## src/rtl/i2c_scl_timer_pkg.sv

```systemverilog
// Shared constants and types for the SCL clock generator.
package i2c_scl_timer_pkg;
    // Fixed part of the SCL period, in internal ticks
    localparam int unsigned BASE_TICKS = 20;
    // Each gap step adds 2**GAP_SHIFT ticks
    localparam int unsigned GAP_SHIFT  = 3;

    typedef enum logic [1:0] {
        PH_IDLE = 2'd0,
        PH_LOW  = 2'd1,
        PH_HIGH = 2'd2
    } phase_e;
endpackage

```

## src/rtl/scl_prediv.sv

```systemverilog
// Pre-divider: produces a one-cycle tick every (1 + div) clocks.
// Assumes: the divide value is captured only while run is low, so a
// change while running cannot shorten or lengthen a tick interval.
module scl_prediv #(
    parameter int unsigned DIV_W = 3
) (
    input  logic             clk,
    input  logic             rst_n,
    input  logic             run,
    input  logic [DIV_W-1:0] div_in,
    output logic             tick
);
    logic [DIV_W-1:0] div_q;
    logic [DIV_W-1:0] cnt_q;

    // Count 0..div_q and pulse tick on wrap; capture divide while idle
    always_ff @(posedge clk) begin
        if (!rst_n) begin
            div_q <= '0;
            cnt_q <= '0;
            tick  <= 1'b0;
        end else if (!run) begin
            div_q <= div_in;
            cnt_q <= '0;
            tick  <= 1'b0;
        end else if (cnt_q == div_q) begin
            cnt_q <= '0;
            tick  <= 1'b1;
        end else begin
            cnt_q <= cnt_q + 1'b1;
            tick  <= 1'b0;
        end
    end
endmodule

```

## src/rtl/scl_phase_len.sv

```systemverilog
// Phase length unit: derives low, high and sample-point tick counts
// from the gap field and compensation count (purely combinational).
// Assumes: CNT_W is wide enough for the largest period.
module scl_phase_len
    import i2c_scl_timer_pkg::*;
#(
    parameter int unsigned GAP_W  = 6,
    parameter int unsigned COMP_W = 6,
    parameter int unsigned CNT_W  = 10
) (
    input  logic [GAP_W-1:0]  gap,
    input  logic [COMP_W-1:0] comp,
    output logic [CNT_W-1:0]  low_len,
    output logic [CNT_W-1:0]  high_len,
    output logic [CNT_W-1:0]  smp_len
);
    logic [CNT_W-1:0] period;

    // Period split: low takes the floor half, high the rest, sample mid-high
    always_comb begin
        period   = CNT_W'(BASE_TICKS) + (CNT_W'(gap) << GAP_SHIFT) + CNT_W'(comp);
        low_len  = period >> 1;
        high_len = period - low_len;
        smp_len  = high_len >> 1;
    end
endmodule

```

## src/rtl/scl_phase_fsm.sv

```systemverilog
// Phase sequencer: walks IDLE -> LOW -> HIGH -> LOW ... on ticks,
// emits registered strobes, and pauses the high count while SCL is
// held low externally (clock stretching).
// Assumes: scl_in is already synchronised to clk; lengths are >= 2.
module scl_phase_fsm
    import i2c_scl_timer_pkg::*;
#(
    parameter int unsigned CNT_W = 10
) (
    input  logic             clk,
    input  logic             rst_n,
    input  logic             run,
    input  logic             tick,
    input  logic             scl_in,
    input  logic [CNT_W-1:0] low_len,
    input  logic [CNT_W-1:0] high_len,
    input  logic [CNT_W-1:0] smp_len,
    output logic             drive_low,
    output logic             in_high,
    output logic             low_start,
    output logic             high_start,
    output logic             sample
);
    localparam logic [CNT_W-1:0] ONE = CNT_W'(1);

    phase_e           ph_q;
    logic [CNT_W-1:0] cnt_q;
    logic [CNT_W-1:0] lo_q;
    logic [CNT_W-1:0] hi_q;
    logic [CNT_W-1:0] sp_q;

    // Sequence phases, latch lengths on each low entry, pulse strobes
    always_ff @(posedge clk) begin
        if (!rst_n) begin
            ph_q       <= PH_IDLE;
            cnt_q      <= '0;
            lo_q       <= '0;
            hi_q       <= '0;
            sp_q       <= '0;
            low_start  <= 1'b0;
            high_start <= 1'b0;
            sample     <= 1'b0;
        end else begin
            low_start  <= 1'b0;
            high_start <= 1'b0;
            sample     <= 1'b0;
            if (!run) begin
                ph_q  <= PH_IDLE;
                cnt_q <= '0;
            end else if (tick) begin
                case (ph_q)
                    PH_IDLE: begin
                        ph_q      <= PH_LOW;
                        cnt_q     <= '0;
                        lo_q      <= low_len;
                        hi_q      <= high_len;
                        sp_q      <= smp_len;
                        low_start <= 1'b1;
                    end
                    PH_LOW: begin
                        if (cnt_q == lo_q - ONE) begin
                            ph_q       <= PH_HIGH;
                            cnt_q      <= '0;
                            high_start <= 1'b1;
                        end else begin
                            cnt_q <= cnt_q + ONE;
                        end
                    end
                    PH_HIGH: begin
                        if (scl_in) begin
                            if (cnt_q == sp_q - ONE) begin
                                sample <= 1'b1;
                            end
                            if (cnt_q == hi_q - ONE) begin
                                ph_q      <= PH_LOW;
                                cnt_q     <= '0;
                                lo_q      <= low_len;
                                hi_q      <= high_len;
                                sp_q      <= smp_len;
                                low_start <= 1'b1;
                            end else begin
                                cnt_q <= cnt_q + ONE;
                            end
                        end
                    end
                    default: begin
                        ph_q  <= PH_IDLE;
                        cnt_q <= '0;
                    end
                endcase
            end
        end
    end

    // Open-drain request and phase flag decoded from the state
    always_comb begin
        drive_low = (ph_q == PH_LOW);
        in_high   = (ph_q == PH_HIGH);
    end
endmodule

```

## src/rtl/i2c_scl_timer.sv

```systemverilog
// SCL clock generator top: splits the configuration word, runs the
// pre-divider, phase length unit and phase sequencer.
// Assumes: clk_cfg = {gap, div}; scl_in is synchronised externally.
module i2c_scl_timer #(
    parameter int unsigned CDF_W  = 3,
    parameter int unsigned SCGD_W = 6,
    parameter int unsigned COMP_W = 6
) (
    input  logic                    clk,
    input  logic                    rst_n,
    input  logic                    en,
    input  logic [CDF_W+SCGD_W-1:0] clk_cfg,
    input  logic [COMP_W-1:0]       comp_cnt,
    input  logic                    scl_in,
    output logic                    ick_en,
    output logic                    scl_drive_low,
    output logic                    low_start,
    output logic                    high_start,
    output logic                    sample_pt
);
    localparam int unsigned MAX_PERIOD = i2c_scl_timer_pkg::BASE_TICKS
        + ((2 ** SCGD_W - 1) << i2c_scl_timer_pkg::GAP_SHIFT) + (2 ** COMP_W - 1);
    localparam int unsigned CNT_W = $clog2(MAX_PERIOD + 1);

    logic [CDF_W-1:0]  div_fld;
    logic [SCGD_W-1:0] gap_fld;
    logic [CNT_W-1:0]  low_len;
    logic [CNT_W-1:0]  high_len;
    logic [CNT_W-1:0]  smp_len;
    logic              phase_high;

    // Field split of the configuration word
    always_comb begin
        div_fld = clk_cfg[CDF_W-1:0];
        gap_fld = clk_cfg[CDF_W +: SCGD_W];
    end

    scl_prediv #(.DIV_W(CDF_W)) u_prediv (
        .clk    (clk),
        .rst_n  (rst_n),
        .run    (en),
        .div_in (div_fld),
        .tick   (ick_en)
    );

    scl_phase_len #(.GAP_W(SCGD_W), .COMP_W(COMP_W), .CNT_W(CNT_W)) u_len (
        .gap      (gap_fld),
        .comp     (comp_cnt),
        .low_len  (low_len),
        .high_len (high_len),
        .smp_len  (smp_len)
    );

    scl_phase_fsm #(.CNT_W(CNT_W)) u_fsm (
        .clk        (clk),
        .rst_n      (rst_n),
        .run        (en),
        .tick       (ick_en),
        .scl_in     (scl_in),
        .low_len    (low_len),
        .high_len   (high_len),
        .smp_len    (smp_len),
        .drive_low  (scl_drive_low),
        .in_high    (phase_high),
        .low_start  (low_start),
        .high_start (high_start),
        .sample     (sample_pt)
    );
endmodule

```

## config.mk

```make
export PLATFORM = sky130hd
export DESIGN_NAME = i2c_scl_timer
export DESIGN_NICKNAME = d
export VERILOG_FILES = /design/src/rtl/i2c_scl_timer_pkg.sv /design/src/rtl/scl_prediv.sv /design/src/rtl/scl_phase_len.sv /design/src/rtl/scl_phase_fsm.sv /design/src/rtl/i2c_scl_timer.sv
export SDC_FILE = /design/constraint.sdc
export NUM_CORES = 1
export LEC_CHECK = 0
export ABC_AREA = 1
export ABC_CLOCK_PERIOD_IN_PS = 4600
export BUFFER_PORTS_ARGS = -buffer_cell sky130_fd_sc_hd__buf_2
export CORE_UTILIZATION = 50
export DETAILED_ROUTE_END_ITERATION = 16
export PLACE_DENSITY = 0.68
export SYNTH_ARGS = -nofsm -noshare
export SYNTH_HDL_FRONTEND = slang
export SYNTH_HIERARCHICAL = 1
export SYNTH_SLANG_ARGS = --single-unit
```

## constraint.sdc

```tcl
create_clock -name clk -period 4.6 [get_ports clk]
set_input_delay 0.23 -clock clk [delete_from_list [all_inputs] [get_ports clk]]
set_output_delay 0.23 -clock clk [all_outputs]
set_load 0.02 [all_outputs]
```

# Yosys cells after proc, flatten, opt, wreduce, memory -nomap -nowiden
# Index checks and enable logic that the tools add are counted.
# W data, S select, Z words.
# op_classes
bitwise_logic,2
reduce_logical,10
addsub,8
mux,23
n_eq_ne,9
# ops
op,n
$mux W10,9
$pmux W10 S2,4
$eq A10 B10 Y1,3
$sub A10 B1 Y10 const B,3
$add A10 B1 Y10 const B,1
$add A10 B6 Y10,1
$add A5 B9 Y10 const A,1
$reduce_and A5 Y1,2
$sub A10 B9 Y10,1
$reduce_and A4 Y1,2
$mux W2,3
$pmux W2 S3,1
$mux W1,5
$ne A2 B1 Y1 const B,2
$reduce_and A2 Y1,2
$add A3 B1 Y3 const B,1
$eq A3 B3 Y1,1
$reduce_and A3 Y1,1
$reduce_or A3 Y1,1
$eq A2 B1 Y1 const B,1
$eq A2 B2 Y1 const B,1
$logic_not A2 Y1,1
$ne A2 B2 Y1 const B,1
$not A1 Y1,2
other kinds (2),2
# totals
input_bits,19
regBits,52
output_inout_bits,5
word_cells,63

# Logic depth before layout (Yosys ltp)
# depth
word_depth,6
depth_mapped,20
mapped_depth_nobuf,19

# Modules after synthesis
# The synthesis kept the hierarchy.
# by_module_without_submodules
mod,cells_per_inst,instances,area_each_um2
scl_phase_fsm,463,1,2939.1
scl_phase_len,132,1,845.8
scl_prediv,36,1,284.0

# Least setup slack after synthesis
# Ideal clock, no wire load.
# synth_timing
path_type,input -> register
startpoint,input clk_cfg[3]
endpoint,register u_fsm.sp_q[6]
required_time_ns,4.484
cell_stages,17
path_buffers,1
arrival_ns,2.780
setup_slack_ns,1.704
cell_sequence,ha_1 -> ha_1 -> fa_1 -> xor2_2 -> inv_2 -> ha_1 -> a21oi_1 -> o21ai_0 -> a21oi_1 -> nor2_1 -> nand2_1 -> nand2_2 -> nand2_1 -> nand2_1 -> buf_4 -> o21ai_0 -> nor2_1
# synth_via
elab_chain_cells,6
# synth_rtl
item,line_no,text
start: declaration,i2c_scl_timer.sv:12,"input logic [CDF_W+SCGD_W-1:0] clk_cfg,"
$add A5 B9 Y10 (*),scl_phase_len.sv:21,period = CNT_W'(BASE_TICKS) + (CNT_W'(gap) << GAP_SHIFT) + CNT_W'(comp);
$add A10 B6 Y10 (*),scl_phase_len.sv:21,
net low_len[4],i2c_scl_timer.sv:27,logic [CNT_W-1:0] low_len;
$sub A10 B9 Y10 (*),scl_phase_len.sv:23,high_len = period - low_len;
net high_len[7],i2c_scl_timer.sv:28,logic [CNT_W-1:0] high_len;
$mux W10,scl_phase_fsm.sv:74,if (cnt_q == hi_q - ONE) begin
$mux W10,scl_phase_fsm.sv:70,if (scl_in) begin
$pmux W10 S2 (*),scl_phase_fsm.sv:51,case (ph_q)
end signal: assignment,scl_phase_fsm.sv:57,sp_q <= smp_len;
end signal: assignment,scl_phase_fsm.sv:79,sp_q <= smp_len;
end: declaration,scl_phase_fsm.sv:30,logic [CNT_W-1:0] sp_q;
# Mark *: on every way through the listed nets, which the timed path passes. The rest lies on a longest branch. The select of a mux whose other input is x is not followed.
# A chain may end at the register's enable or synchronous reset.

# Final worst setup path
# Same ends and word-level chain as after synthesis.

==> flow_summary.toml <==
[timing]
hold_ws_ns = 0.186
skew_ns = 0.00618
worst_pin_slew_ns = 0.523
hold_viol = 0
fmax_mhz = 355
setup_viol = 0
min_period_ns = 2.82
grt_setup_unrepaired = "false"
final.period_utilization_pct = 61.3
tns_ns = 0
maxSlewViolCount = 0
relSlewSlack_pct = 65.1

[power]
max-vdd-ir-drop_mv = 0.126
pwr_density_cell_nw_per_um2 = 271
p_leak_nw = 1.99

[critical_path]
critPathMaxStageDelay_ns = 0.44
crit_buf_inv = 2
regToRegSetupSlack_ns = 2.09
cp_max_fo = 4
r2r_cells = 15
crit_required_ns = 4.81
r2r_start = "u_fsm/hi_q[0]$_SDFFE_PN0P_"
slowest_stage = "fa_1"
crit_chain = "buf_2 > ha_1 > ha_1 > fa_1 > xor2_2 > inv_2 > ha_1 > a21oi_1 > o21ai_0 > a21oi_1 > nor2_1 > nand2_1 > nand2_2 > nand2_1 > nand2_1 > o21ai_0 > nor2_1"
worst_setup_path_end_kind = "register"
timing.rr.end = "u_fsm/sp_q[8]$_SDFFE_PN0P_"
crit_arrival_ns = 3.03
crit_type = "input port to register"
critical-path-top-delay-family = "adder cells"
start_kind = "input port"

[floorplanning]
rows = 32
coreArea_um2 = 7810
io_pins = 24
die-area_um2 = 8500
die_y_um = 92.2
die_w_um = 92.2
initial_core_util_pct = 52.1

[detailed_routing]
drt_iter0_markers = 141
drc = 0
vias_per_cell = 5.08
vias = 3755
wl_per_cell_um = 11.9
detail-route-antenna-nets = 0
dr.pass1.iters = 4
drt_wl_total_um = 8780

[min_path]
min-delay-start = "clk_cfg[2]"
hold_class = "input port to register"
hold-path-endpoint = "u_prediv/div_q[2]$_SDFFE_PN0N_"
worstHoldPathCells = 3

[global_route]
grt_pass1_wl_um = 14900
grt_pass1_vias = 3450
overflow = 0
grt_max_degree = 36
track_usage_pct = 21.9
antenna_found_initial = 0

[clock_network]
cts_sinks = 52
worstSkewPairLatency_ns = 0.30
cts.path.max_buffers = 2
post_cts_buffers = 0
cts-resized-gates = 0
hold_buffers = 0
numCtsBuffers = 5
cts.clk_slew.worst_paths_ns = 0.10
root_buffer = "clkbuf_8"
cts_tree = "built"
cts_max_level = 2

[final_layout]
final_cell_mix = "nand2_1, nor2_1, inv_1"
final_common_cell = "nand2_1"
fillers = 770
antenna_cells = 0
synthToLayoutAreaGrowth_pct = 4.09
final_layout_size_suffix_gt1_share_pct = 10.7
fin_nets = 679

[flow_run]
max-cap-violations = 0

[logic_synthesis]
synth-seq-cells = 52
synth.avg_cell_area_um2 = 6.45
synth_seq_area_share_pct = 25.6
synth.area.top_cells = "dfxtp_1, nand2_1, nor2_1, ha_1, inv_1"
ys_types = 42
synthesis.instances = 631
yosys.area.top_type = "dfxtp_1"
yosysWarnings = 6
synth_area_um2 = 4070
synth_top_area_share_pct = 25.6

[placed_design]
dpl.hpwl_um = 7060
place.gp.congestion = 0.879
numPortBuffers = 23

[status]
status = "finished clean"
-- flip-flops by register name, indices dropped and copies added (netlist names) --
register	cells
u_fsm/cnt_q	10
u_prediv/cnt_q	3
u_fsm/sp_q	10
u_fsm/ph_q	2
u_fsm/sample	1
u_fsm/high_start	1
u_prediv/tick	1
u_prediv/div_q	3
u_fsm/lo_q	10
u_fsm/hi_q	10
u_fsm/low_start	1
-- per-layer routing --
metal / wire [µm] / vias to the layer above / GRT usage [%] / part of all wire (%)
met1: 4040 / 1713 / 24.6 / 46
met4: 92 / 0 / 4.56 / 1.0
met5: 0 / - / 0 / 0
met3: 169 / 6 / 2.82 / 1.9
li1: - / 1986 / - / -
met2: 4480 / 50 / 43.2 / 51
-- worst max path at each step --
stage	from	endpoint	slack (ns)	cells past startpoint
floorplan	clk_cfg[3]	u_fsm/sp_q[6]$_SDFFE_PN0P_	1.70	17
global placement	clk_cfg[3]	u_fsm/sp_q[6]$_SDFFE_PN0P_	1.56	17
detailed placement	clk_cfg[3]	u_fsm/sp_q[6]$_SDFFE_PN0P_	1.48	17
CTS	clk_cfg[3]	u_fsm/sp_q[6]$_SDFFE_PN0P_	1.80	17
global route	clk_cfg[3]	u_fsm/sp_q[6]$_SDFFE_PN0P_	1.57	17
finish	clk_cfg[3]	u_fsm/sp_q[6]$_SDFFE_PN0P_	1.78	17
-- stage by stage --
step / setup slack, ns / util [%] / cells / total power [mW] / instance area [µm²]
floorplan: 1.70 / - / 632 / 0.855 / 4070
global placement: 1.56 / 53.0 / 731 / 0.871 / 4140
detailed placement: 1.48 / 53.0 / 731 / 0.883 / 4140
CTS: 1.80 / 54.2 / 739 / 1.16 / 4240
global route: 1.57 / 54.2 / 739 / 1.23 / 4240
finish: 1.78 / 54.2 / 739 / 1.15 / 4240
-- power breakdown --
group          internal (mW)  leakage (nW)  switching [mW]  total (mW)
sequential             0.465         0.422          0.0143       0.479
combinational          0.143          1.53           0.250       0.394
clock                  0.122        0.0434           0.153       0.275
total                  0.730          1.99           0.417        1.15
-- synthesized netlist by cell type, drive strengths merged --
library cell and n:
nand2 149, inv 79, xor2 32, a21oi 22, ha 22, conb 1
buf 18, o21ai 41, o21bai 2, clkbuf 8, fa 2, xnor2 9
a21boi 1, dfxtp 52, nor3 11, nand3 49, nor2 112, clkinv 1
nor4 1, or2 2, a22oi 2, a211oi 1, nand4 9, o21a 2
o31ai 1, o211ai 1, nand3b 1
-- tightest hold or removal path, cell delays in order --
cell and delay [ns]:
buf_2 0.07, o21ai_0 0.06, a21oi_1 0.10
-- cell type report --
class,instances,area (µm²),area share (%)
sequential,52,1040,24.6
timing repair buffer,23,115,2.72
multi-input combinational,474,2550,60.3
clock inverter,2,15.0,0.355
tap,102,128,3.01
inverter,80,302,7.12
clock buffer,6,82.6,1.95
-- cell families after synthesis --
kind of cell / share of synthesized area (%)
adder cells (fa/ha/maj): 7.75
XOR/XNOR: 9.19
flip-flops: 25.6
buffers and inverters: 11.8
AND/OR/NAND/NOR: 35.9
other: 0.0922
AO/OA/AOI/OAI: 9.69
No activity file was read; power rests on OpenSTA's default activity.
